`config.mk`:
```
export PLATFORM = sky130hd
export DESIGN_NAME = gate_fault_mon
export DESIGN_NICKNAME = d
export VERILOG_FILES = /design/src/rtl/gfm_pkg.sv /design/src/rtl/gfm_policy.sv /design/src/rtl/gfm_gate_timer.sv /design/src/rtl/gfm_bridge_resp.sv /design/src/rtl/gate_fault_mon.sv
export SDC_FILE = /design/constraint.sdc
export NUM_CORES = 1
export LEC_CHECK = 0
export ABC_AREA = 1
export ABC_CLOCK_PERIOD_IN_PS = 2500
export BUFFER_PORTS_ARGS = -buffer_cell sky130_fd_sc_hd__buf_4
export CAP_MARGIN = 15
export CORE_MARGIN = 2
export CORE_UTILIZATION = 25
export DETAILED_ROUTE_END_ITERATION = 10
export GPL_TIMING_DRIVEN = 0
export MAX_ROUTING_LAYER = met4
export PLACE_DENSITY = 0.41
export SYNTH_ARGS = -nofsm -noshare
export SYNTH_HDL_FRONTEND = slang
export SYNTH_SLANG_ARGS = --single-unit
```
`constraint.sdc`:
```
create_clock -name clk -period 2.5 [get_ports clk]
set_clock_uncertainty 0.2 [all_clocks]
set_input_delay 0.125 -clock clk [delete_from_list [all_inputs] [get_ports clk]]
set_output_delay 0.125 -clock clk [all_outputs]
set_load 0.02 [all_outputs]
```
`src/rtl/gfm_pkg.sv`:
```
package gfm_pkg;
  typedef enum logic [1:0] {
    RESP_LATCH = 2'b00,
    RESP_CBC   = 2'b01,
    RESP_WARN  = 2'b10,
    RESP_OFF   = 2'b11
  } resp_e;

  localparam logic [1:0] BRG_SPLIT_A = 2'b00;
  localparam logic [1:0] BRG_SPLIT_B = 2'b11;
endpackage

```
`src/rtl/gfm_policy.sv`:
```
module gfm_policy
  import gfm_pkg::*;
(
  input  logic [1:0] resp_mode,
  input  logic [1:0] bridge_mode,
  input  logic       ind_shdn,
  input  logic       strap_sel,
  input  logic       strap_off,
  output resp_e      eff_mode,
  output logic       indep
);
  logic split_ok;

  always_comb begin
    if (strap_sel) begin
      eff_mode = strap_off ? RESP_OFF : RESP_CBC;
    end else begin
      eff_mode = resp_e'(resp_mode);
    end
  end

  assign split_ok = (bridge_mode == BRG_SPLIT_A) || (bridge_mode == BRG_SPLIT_B);
  assign indep    = split_ok && (strap_sel || ind_shdn);
endmodule

```
`src/rtl/gfm_gate_timer.sv`:
```
module gfm_gate_timer #(
  parameter int CW = 9
) (
  input  logic          clk,
  input  logic          rst_n,
  input  logic          en,
  input  logic          cmd,
  input  logic          ok,
  input  logic [CW-1:0] limit,
  output logic          timeout
);
  logic [CW-1:0] cnt;

  // Count consecutive edges with the command high and the comparator low.
  always_ff @(posedge clk or negedge rst_n) begin
    if (!rst_n) begin
      cnt <= '0;
    end else if (!en || !cmd || ok) begin
      cnt <= '0;
    end else if (cnt < limit) begin
      cnt <= cnt + 1'b1;
    end
  end

  assign timeout = (limit != '0) && (cnt >= limit);
endmodule

```
`src/rtl/gfm_bridge_resp.sv`:
```
module gfm_bridge_resp (
  input  logic clk,
  input  logic rst_n,
  input  logic shut_req,
  input  logic hit,
  input  logic pwm_edge,
  input  logic cbc,
  input  logic clr_ok,
  output logic pd_en,
  output logic vgs
);
  always_ff @(posedge clk or negedge rst_n) begin
    if (!rst_n) begin
      pd_en <= 1'b0;
    end else if (shut_req) begin
      pd_en <= 1'b1;
    end else if (clr_ok) begin
      pd_en <= 1'b0;
    end else if (cbc && pwm_edge) begin
      pd_en <= 1'b0;
    end
  end

  always_ff @(posedge clk or negedge rst_n) begin
    if (!rst_n) begin
      vgs <= 1'b0;
    end else if (hit) begin
      vgs <= 1'b1;
    end else if (clr_ok) begin
      vgs <= 1'b0;
    end
  end
endmodule

```
`src/rtl/gate_fault_mon.sv`:
```
module gate_fault_mon
  import gfm_pkg::*;
#(
  parameter int NB         = 2,
  parameter int TDRIVE_CYC = 32,
  parameter int CLK_MHZ    = 100,
  parameter int STRAP_US   = 4
) (
  input  logic            clk,
  input  logic            rst_n,
  input  logic [2*NB-1:0] gate_cmd,
  input  logic [2*NB-1:0] vgs_ok,
  input  logic [NB-1:0]   pwm_in,
  input  logic [1:0]      bridge_mode,
  input  logic [1:0]      resp_mode,
  input  logic            ind_shdn,
  input  logic            strap_sel,
  input  logic            strap_off,
  input  logic            clr_flt,
  output logic [NB-1:0]   pd_en,
  output logic            nfault,
  output logic            fault_flag,
  output logic            warn_flag,
  output logic [NB-1:0]   vgs_flag
);
  localparam int NG        = 2 * NB;
  localparam int STRAP_CYC = CLK_MHZ * STRAP_US;
  localparam int MAXC      = (STRAP_CYC > TDRIVE_CYC) ? STRAP_CYC : TDRIVE_CYC;
  localparam int CW        = $clog2(MAXC + 1);

  resp_e          eff_mode;
  logic           indep;
  logic           mon_en;
  logic [CW-1:0]  limit;
  logic [NG-1:0]  timeout;
  logic [NG-1:0]  timeout_q;
  logic [NG-1:0]  ev;
  logic [NB-1:0]  hit;
  logic [NB-1:0]  shut_req;
  logic [NB-1:0]  pwm_q;
  logic [NB-1:0]  pwm_edge;
  logic           any_hit;
  logic           any_cond;
  logic           clr_ok;
  logic           shut_mode;

  gfm_policy u_policy (
    .resp_mode   (resp_mode),
    .bridge_mode (bridge_mode),
    .ind_shdn    (ind_shdn),
    .strap_sel   (strap_sel),
    .strap_off   (strap_off),
    .eff_mode    (eff_mode),
    .indep       (indep)
  );

  assign mon_en = (eff_mode != RESP_OFF);
  assign limit  = strap_sel ? CW'(STRAP_CYC) : CW'(TDRIVE_CYC);

  for (genvar g = 0; g < NG; g++) begin : g_timer
    gfm_gate_timer #(.CW(CW)) u_tmr (
      .clk     (clk),
      .rst_n   (rst_n),
      .en      (mon_en),
      .cmd     (gate_cmd[g]),
      .ok      (vgs_ok[g]),
      .limit   (limit),
      .timeout (timeout[g])
    );
  end

  always_ff @(posedge clk or negedge rst_n) begin
    if (!rst_n) begin
      timeout_q <= '0;
      pwm_q     <= '0;
    end else begin
      timeout_q <= timeout;
      pwm_q     <= pwm_in;
    end
  end

  assign ev        = timeout & ~timeout_q;
  assign pwm_edge  = pwm_in ^ pwm_q;
  assign any_hit   = |hit;
  assign any_cond  = |timeout;
  assign clr_ok    = clr_flt && !any_cond;
  assign shut_mode = (eff_mode == RESP_LATCH) || (eff_mode == RESP_CBC);

  for (genvar b = 0; b < NB; b++) begin : g_bridge
    assign hit[b]      = ev[2*b] | ev[2*b+1];
    assign shut_req[b] = shut_mode && (indep ? hit[b] : any_hit);

    gfm_bridge_resp u_resp (
      .clk      (clk),
      .rst_n    (rst_n),
      .shut_req (shut_req[b]),
      .hit      (hit[b]),
      .pwm_edge (pwm_edge[b]),
      .cbc      (eff_mode == RESP_CBC),
      .clr_ok   (clr_ok),
      .pd_en    (pd_en[b]),
      .vgs      (vgs_flag[b])
    );
  end

  always_ff @(posedge clk or negedge rst_n) begin
    if (!rst_n) begin
      warn_flag <= 1'b0;
    end else if ((eff_mode == RESP_WARN) && any_hit) begin
      warn_flag <= 1'b1;
    end else if (clr_ok) begin
      warn_flag <= 1'b0;
    end
  end

  assign fault_flag = |pd_en;
  assign nfault     = ~fault_flag;
endmodule

```
==> results of run 1 <==
==> final cells by class <==
type                       count  area [µm²]
inverter                      65         244
timing repair buffer          35         285
buffer                         4        30.0
multi-input combinational    280        1510
clock inverter                 3        15.0
sequential                    47        1180
clock buffer                   5         125
tap                          143         179
fill                        1221        7910
==> cells in the mapped netlist <==
library cell / number
nand4_1: 9
and2_1: 1
a21boi_0: 1
o21ai_1: 10
clkinv_1: 1
a21oi_1: 19
o211a_1: 1
nor3_4: 1
o21ai_4: 1
o31ai_1: 1
buf_4: 4
nand2_2: 1
nor2_1: 43
o21ai_2: 1
inv_1: 64
nand2_1: 92
nor2_4: 2
a31oi_1: 1
nor2_2: 1
ha_1: 24
or2_2: 3
nor4_1: 1
nor3_2: 1
o21ai_0: 24
nand3_1: 29
xor2_1: 4
dfrtp_1: 47
nand3b_1: 1
nor3_1: 8
==> through the flow <==
stage               power (mW)  setup slack (ps)
detailed placement        1.08               111
global placement          1.08               148
global route              1.83               143
CTS                       1.78               421
finish                    1.73               453
floorplan                0.962               650
==> registers in the layout, indices dropped and copies added (netlist names) <==
| name | count |
|---|---|
| g_timer.u_tmr.cnt | 36 |
| timeout_q | 4 |
| g_bridge.u_resp.pd_en | 2 |
| g_bridge.u_resp.vgs | 2 |
| pwm_q | 2 |
| warn_flag | 1 |
==> worst paths after layout <==
| check | from | to | slack (ps) | depth (start not counted) |
|---|---|---|---|---|
| worst max-delay path | g_timer[1].u_tmr.cnt[8] | g_timer[1].u_tmr.cnt[6] | 450 | 9 |
| worst min-delay path | gate_cmd[3] | g_timer[3].u_tmr.cnt[3] | 40 | 5 |
| worst max register to register | g_timer[1].u_tmr.cnt[8] | g_timer[1].u_tmr.cnt[6] | 450 | 9 |
| worst min register to register | g_bridge[0].u_resp.vgs | g_bridge[0].u_resp.vgs | 290 | 2 |
| max in group asynchronous | rst_n | g_bridge[0].u_resp.pd_en | 1460 | 2 |
| min in group asynchronous | rst_n | g_timer[1].u_tmr.cnt[1] | 200 | 2 |
==> routing by layer <==
metal / wire length, µm / part of all wire (%) / global-route usage [%] / vias up
li1: - / - / - / 1358
met4: 110 / 1.7 / 4.15 / 0
met1: 3390 / 52 / 15.3 / 1112
met2: 2840 / 43 / 17.2 / 32
met5: 0 / 0 / - / -
met3: 219 / 3.3 / 2.52 / 6
==> cells by family after synthesis <==
kind of cell | after synthesis
compound gates | 59
simple gates | 193
buf+inv | 69
fa+ha+maj | 24
xor+xnor | 4
flops | 47
==> what timing repair did <==
| action | 4_1_cts | 5_1_grt |
|---|---|---|
| hold buffers | 9 | 0 |
| gates resized for setup | 0 | 0 |
| endpoints found under the hold margin | 78 | 0 |
==> worst min-delay path, delay by kind of cell <==
family | cells | cell delay, ps
AOI/OAI and AO/OA | 1 | 30
buffers and inverters | 2 | 190
and+or+nand+nor | 2 | 150
==> where the power goes <==
group | total (mW) | switching [mW] | internal (mW)
clock network | 0.663 | 0.297 | 0.366
registers | 0.802 | 0.0168 | 0.785
logic | 0.269 | 0.154 | 0.115
==> impl_metrics.tcl, run 1 <==
set metrics [dict create \
    drtIter0Drc 80 \
    grt_start_max_net_pins 48 \
    max-slew-margin-rel_pct 56.6 \
    slew_viol_final 0 \
    synthSimpleGateAreaFrac_pct 28.7 \
    core_area_um2 11500 \
    grt-ovfl-total 0 \
    start_kind "register" \
    totalWireLength_mm 6.57 \
    synth_nets 440 \
    ctsHtreeMaxLevel 2 \
    layout_commonest_cell "nand2_1" \
    fin_crit_sh_pct 81.9 \
    ys_ff_latch 47 \
    avgSynthCellArea_um2 7.46 \
    die_w_um 113 \
    critical_path.max_stage_delay_ps 400 \
    dpl_cell_area_um2 3330 \
    clkTransAtPathRegs_ps 70 \
    cp.arrival_ps 2030 \
    synthXorXnorAreaFrac_pct 1.19 \
    antenna_found_initial 0 \
    clkLatencyLatePin_ps 290 \
    fp-row-count 39 \
    fin_area_um2 3560 \
    wl_per_cell_um 11.3 \
    hold_viol 0 \
    syn2layout_area_growth_pct 20.4 \
    max-cap-violations 0 \
    cts_tree "built" \
    detailed_place_hpwl_mm 4.82 \
    start_util_pct 25.8 \
    synthesis.area_um2 2960 \
    power_density_nw_per_um2 487 \
    cts_setup_buffers 0 \
    grt_pass1_vias 2424 \
    ios 27 \
    ant_nets 0 \
    yosysUniqueCellTypes 29 \
    synth-adder-area-share_pct 10.2 \
    dieArea_um2 12700 \
    synthDominantCellAreaShare_pct 39.8 \
    synth_compound_area_share_pct 10.9 \
    instances_no_fill 582 \
    setup_viol 0 \
    muxShareOfSynthArea_pct 0 \
    first_pass_iters 4 \
    hold_path.class "in -> reg" \
    cp_top_family "simple AND/OR/NAND/NOR gates" \
    outcome "finished, final reports clean" \
    vias_per_cell 4.31 \
    period_needed_ps 2050 \
    numCtsBuffers 5 \
    tns_ps 0 \
    crit_chain "ha_1, nand2_1, nor2_1, nor2_1, nand2_1, nor3_2, nand3_1, nand2_1, nor2_1" \
    vias 2508 \
    track_usage_pct 11.4 \
    placedCellCount 565 \
    grt_pass1_wl_mm 11.4 \
    diodes 0 \
    drive_gt1_share_pct 11.2 \
    crit_path_end_kind "register" \
    gp_congestion 0.745 \
    tightest_slew_ps 651 \
    numPortBuffers 26 \
    crit_required_ps 2480 \
    route.detailed.drc 0 \
    max_freq_ghz 0.488 \
    cts.sinks 47 \
    chipHeight_um 113 \
    synth_area_leaders "dfrtp_1 (40%), nand2_1 (12%), ha_1 (10%)" \
    clk_path_buf_depth 2 \
    synth_top_family_by_area "simple AND/OR/NAND/NOR gates" \
    synth-seq-area-share_pct 39.8 \
    synth_warnings 0 \
    cp_slowest_cell "dfrtp_1" \
    timing.hold.ws_ps 40.6 \
    path_class "reg -> reg" \
    final_cell_mix "nand2_1 (92), inv_1 (64), dfrtp_1 (47), nor2_1 (43), buf_4 (30)" \
    cts-root-buf "clkbuf_16" \
    rsz0062_at_grt "false" \
    synth.largest_area_cell "dfrtp_1" \
    power_leakage_nw 1.70 \
    cp_max_fo 6 \
    layout.nets 482 \
    cp_num_buf_inv 0 \
    final_util_pct 31.0 \
    peakVddDrop_mv 0.311 \
    synth_cells 396 \
]
(Power assumes the default switching activity.)
==> inputs of run 2 (changes only) <==
- ABC_CLOCK_PERIOD_IN_PS: 2500 -> 2000
- clock period: 2.5 -> 2 ns (I/O delays scaled with it)
==> run 2 against run 1 <==
  * Core utilization rose by 2.9 points
  * Combinational power rose by 43%
  * Global-route usage barely moved
  * Critical path depth fell by 1
  * Flip-flop and latch count did not move
  * Design area rose by 9.3%
  * Die area did not move
  * Via count rose by 5.0%
  * First-iteration DRC count fell by 8.8%
  * Power rose by 28%
  * Register-to-register slack got worse by 350 ps
  * Sequential share of layout area fell by 2.8 points
==> impl_metrics.tcl, run 2 (synthesis results as in run 1) <==
set metrics [dict create \
    outcome "finished, final reports clean" \
    r2r-start "g_timer[2].u_tmr.cnt[7]" \
    comb_power_share_pct 17.4 \
    grt_pass1_wl_mm 11.4 \
    hold_viol 0 \
    sw_frac_of_total_pct 27.2 \
    p_seq_share_pct 45.3 \
    cp.arrival_ps 1880 \
    layout_setup_ws_ps 102 \
    ff2ff_path_depth 8 \
    fin_area_um2 3890 \
    die_w_um 113 \
    ctsHtreeMaxLevel 2 \
    holdPathStages 5 \
    final-seq-area_um2 1180 \
    cp_max_fo 6 \
    core_area_um2 11500 \
    instances_no_fill 602 \
    numPortBuffers 26 \
    multi_input_area_um2 1640 \
    fp-row-count 39 \
    dieArea_um2 12700 \
    drive_gt1_share_pct 22.4 \
    dpl_cell_area_um2 3330 \
    crit_chain "ha_1, nand2_2, nor2_1, nor2_2, nand2_2, or2_2, o21ai_1, a21oi_1" \
    ios 27 \
    start_util_pct 25.8 \
    ant_nets 0 \
    regMostFlops "g_timer.u_tmr.cnt" \
    crit_required_ps 1980 \
    p_switching_uw 602 \
    power_leakage_nw 1.84 \
    path_common_cell "nand2_2" \
    placedCellCount 565 \
    clkLatencyLatePin_ps 290 \
    tightest_slew_ps 645 \
    slew_viol_final 0 \
    cp_slowest_cell "dfrtp_1" \
    diodes 0 \
    max-cap-violations 0 \
    power_density_nw_per_um2 570 \
    cts-root-buf "clkbuf_16" \
    timing.hold.ws_ps 27.8 \
    route.met2.wl_mm 3.02 \
    critPathCapture "g_timer[2].u_tmr.cnt[6]" \
    pwr-share-clk_pct 37.4 \
    dr_wl_met3_um 200 \
    route.detailed.drc 0 \
    grt_start_max_net_pins 48 \
    wl_met1_mm 3.53 \
    layout.nets 502 \
    pre_cts_slack_ps -364 \
    max-slew-margin-rel_pct 57.0 \
    antenna_found_initial 0 \
    track_usage_pct 11.5 \
    max_freq_ghz 0.527 \
    top_layer "met4" \
    gp_congestion 0.745 \
    power.total_mw 2.22 \
    period_needed_ps 1900 \
    path_class "reg -> reg" \
    drtIter0Drc 73 \
    r2r_end "g_timer[2].u_tmr.cnt[6]" \
    tns_ps 0 \
    largest_reg_flops 36 \
    crit_path_start "g_timer[2].u_tmr.cnt[7]" \
    rrSetupSlack_ps 100 \
    vias_per_cell 4.38 \
    rsz0062_at_grt "true" \
    fin_crit_sh_pct 94.9 \
    first_pass_iters 4 \
    peakVddDrop_mv 0.377 \
    fillerInstances 1210 \
    cts.sinks 47 \
    p_int_mw 1.61 \
    totalWireLength_mm 6.86 \
    grt_pass1_vias 2432 \
    start_kind "register" \
    critical_path.max_stage_delay_ps 390 \
    grt-ovfl-total 0 \
    clk_path_buf_depth 2 \
    vias 2634 \
    hold_path.class "in -> reg" \
    cts_tree "built" \
    reg.largest.list "g_timer.u_tmr.cnt: 36 flops, timeout_q: 4 flops" \
    clkTransAtPathRegs_ps 70 \
    chipHeight_um 113 \
    syn2layout_area_growth_pct 31.6 \
    setup_viol 0 \
    numCtsBuffers 5 \
    final_util_pct 33.9 \
    wl_per_cell_um 11.4 \
    final_cell_mix "nand2_1 (83), inv_1 (60), buf_4 (46), dfrtp_1 (46), nor2_1 (33)" \
    crit_path_end_kind "register" \
    layout_commonest_cell "nand2_1" \
    detailed_place_hpwl_mm 4.82 \
]
[run 2: changes by cell type in the layout (fill, tap and decap cells not counted), moves of 7 or more]
cell     previous run  this run
nand2_1            92        83
nand3_1            29        22
nor2_1             43        33
nand2_2             1         9
buf_4              30        46
nor2_2              1        10
[run 2: what timing repair did]
item | CTS | global route
setup buffers | 0 | 20
gates cloned | 0 | 0
gates resized for setup | 6 | 36
endpoints found under the setup margin | 12 | 30
hold buffers | 9 | 0
endpoints found under the hold margin | 79 | 0
pin swaps | 0 | 18
[run 2: layer usage]
metal  vias up  GRT usage [%]
li1       1401              -
met1      1196           15.3
met2        30           17.2
met3         7           2.52
met4         0           4.15
met5         -              -
[run 2: worst min path at each step]
stage | slack (ps) | start | endpoint
CTS | 10 | gate_cmd[3] | g_timer[3].u_tmr.cnt[3]
finish | 30 | gate_cmd[2] | g_timer[2].u_tmr.cnt[0]
global placement | -20 | rst_n | g_timer[1].u_tmr.cnt[1]
floorplan | -400 | rst_n | g_bridge[0].u_resp.pd_en
global route | 50 | gate_cmd[2] | g_timer[2].u_tmr.cnt[3]
detailed placement | -20 | rst_n | g_timer[1].u_tmr.cnt[2]
[run 2: power by group through the flow]
stage                     Clock, mW  Combinational, mW  Sequential [mW]
after floorplan                   0              0.187             1.02
after global placement            0              0.328             1.02
after detailed placement          0              0.329             1.02
after CTS                     0.876              0.346             1.00
after global routing          0.901              0.431             1.01
final                         0.828              0.386             1.00
[run 2: critical path, delay by kind of cell, from the launching register on]
| kind | cells | cell delay [ps] |
|---|---|---|
| simple gates | 5 | 730 |
| fa+ha+maj | 1 | 290 |
| compound gates | 2 | 170 |
| flops | 1 | 390 |
[run 2: cell type report]
| class | instances | area share [%] |
|---|---|---|
| buffer | 4 | 0.772 |
| clock inverter | 3 | 0.386 |
| inverter | 65 | 6.43 |
| sequential | 47 | 30.3 |
| multi-input combinational | 280 | 42.1 |
| tap | 143 | 4.60 |
| timing repair buffer | 55 | 12.3 |
| clock buffer | 5 | 3.22 |
==> inputs of run 3 (changes only) <==
- BUFFER_PORTS_ARGS: -buffer_cell sky130_fd_sc_hd__buf_4 -> default
- CORE_UTILIZATION: 25 -> 50
- DONT_BUFFER_PORTS: default -> 1
- PLACE_DENSITY: 0.41 -> 0.66
==> run 3 against run 2 <==
  * Power fell by 15%
  * Sequential power barely moved
  * Non-clock buffer count fell by 25
  * Design area fell by 9.7%
  * Via count fell by 0.46%
  * Largest power group unchanged
==> impl_metrics.tcl, run 3 (synthesis results as in run 1) <==
set metrics [dict create \
    period_needed_ps 1910 \
    drtIter0Drc 103 \
    detailed_place_hpwl_mm 4.28 \
    layout_commonest_cell "nand2_1" \
    outcome "finished, final reports clean" \
    wl_per_cell_um 12.7 \
    largest_reg_flops 36 \
    totalWireLength_mm 6.46 \
    slew_viol_final 0 \
    final-seq-area_um2 1180 \
    antenna_found_initial 0 \
    drive_gt1_share_pct 12.7 \
    power_density_nw_per_um2 537 \
    ios 27 \
    regMostFlops "g_timer.u_tmr.cnt" \
    clk_path_buf_depth 2 \
    clkTransAtPathRegs_ps 90 \
    multi_input_area_um2 1580 \
    grt_pass1_wl_mm 10.4 \
    start_util_pct 50.8 \
    hold_path.class "in -> reg" \
    holdPathStages 6 \
    dieArea_um2 6540 \
    instances_no_fill 509 \
    placedCellCount 471 \
    final_util_pct 60.4 \
    max-slew-margin-rel_pct 69.5 \
    grt-ovfl-total 0 \
    crit_path_end_kind "register" \
    route.detailed.drc 0 \
    fin_area_um2 3510 \
    r2r_end "g_timer[1].u_tmr.cnt[8]" \
    cp.arrival_ps 1920 \
    dpl_cell_area_um2 3050 \
    numPortBuffers 0 \
    grt_pass1_vias 2340 \
    gp_congestion 0.832 \
    cts_tree "built" \
    track_usage_pct 21.0 \
    cts-root-buf "clkbuf_8" \
    tns_ps 0 \
    numCtsBuffers 5 \
    crit_required_ps 2010 \
    cts.sinks 47 \
    max_freq_ghz 0.524 \
    vias_per_cell 5.15 \
    layout_setup_ws_ps 90.7 \
    final_cell_mix "nand2_1 (86), inv_1 (61), dfrtp_1 (47), nor2_1 (36), nand3_1 (26)" \
    core_area_um2 5820 \
    ff2ff_path_depth 9 \
    setup_viol 0 \
    rsz0062_at_grt "true" \
    worstHoldStart "bridge_mode[1]" \
    first_pass_iters 4 \
    peakVddDrop_mv 0.313 \
    power.total_mw 1.88 \
    reg.largest.list "g_timer.u_tmr.cnt: 36 flops, timeout_q: 4 flops" \
    fillerInstances 548 \
    rrSetupSlack_ps 90 \
    power_leakage_nw 1.71 \
    path_class "reg -> reg" \
    fin_crit_sh_pct 95.5 \
    holdPathEnd "g_bridge[0].u_resp.pd_en" \
    chipHeight_um 80.9 \
    ant_nets 0 \
    syn2layout_area_growth_pct 18.8 \
    timing.hold.ws_ps 8.80 \
    clkLatencyLatePin_ps 310 \
    layout.nets 477 \
    start_kind "register" \
    tightest_slew_ps 457 \
    r2r-start "g_timer[1].u_tmr.cnt[8]" \
    vias 2622 \
    hold_viol 0 \
    die_w_um 80.9 \
    grt_start_max_net_pins 48 \
    max-cap-violations 0 \
    diodes 0 \
    ctsHtreeMaxLevel 2 \
    pre_cts_slack_ps -90.9 \
    fp-row-count 28 \
    cp_max_fo 6 \
]
==> run 3: layer usage <==
metal | GRT usage, % | wire length (µm) | vias to the layer above | part of all wire, %
met4 | 6.61 | 110 | 0 | 1.7
li1 | - | - | 1351 | -
met5 | - | 0 | - | 0
met2 | 33.6 | 3010 | 39 | 47
met3 | 4.11 | 258 | 10 | 4.0
met1 | 26.9 | 3080 | 1222 | 48
==> run 3: how the worst max path moves through the flow <==
stage	startpoint	endpoint	slack (ps)	depth (start not counted)
after floorplan	g_timer[2].u_tmr.cnt[8]	g_timer[2].u_tmr.cnt[6]	150	8
after global placement	strap_sel	g_timer[1].u_tmr.cnt[6]	-50	10
after CTS	strap_sel	g_timer[1].u_tmr.cnt[4]	7	8
after detailed placement	strap_sel	g_timer[2].u_tmr.cnt[6]	-90	9
final	g_timer[1].u_tmr.cnt[8]	g_timer[1].u_tmr.cnt[8]	90	9
after global routing	g_timer[1].u_tmr.cnt[8]	g_bridge[1].u_resp.pd_en	-40	9
==> run 3: critical path: stages, from the launching register on <==
cell and delay (ps):
dfrtp_1 400, ha_1 290, nand2_1 80, nor2_1 70, nor2_4 170, nand2_4 90, nor3_4 280, nand3_1 120
nand2_1 70, nor2_1 40
==> run 3: final cells by class <==
cell class	count	share of cell area [%]
Multi-Input combinational cell	280	45.1
Sequential cell	47	33.5
Timing Repair Buffer	30	8.34
Inverter	65	7.13
Tap cell	75	2.67
Clock buffer	5	1.96
Buffer	4	0.855
Clock inverter	3	0.428
==> run 3: power breakdown <==
| group | internal, mW | switching, mW |
|---|---|---|
| registers | 0.980 | 0.0214 |
| clock network | 0.240 | 0.346 |
| logic | 0.114 | 0.183 |
| total | 1.33 | 0.550 |
==> run 3: what timing repair did <==
action	in CTS	in global routing
setup endpoints to repair	4	31
gates cloned	0	0
pin swaps	0	9
hold buffers	16	3
buffers inserted	0	11
endpoints found under the hold margin	83	6
gates resized for setup	3	28
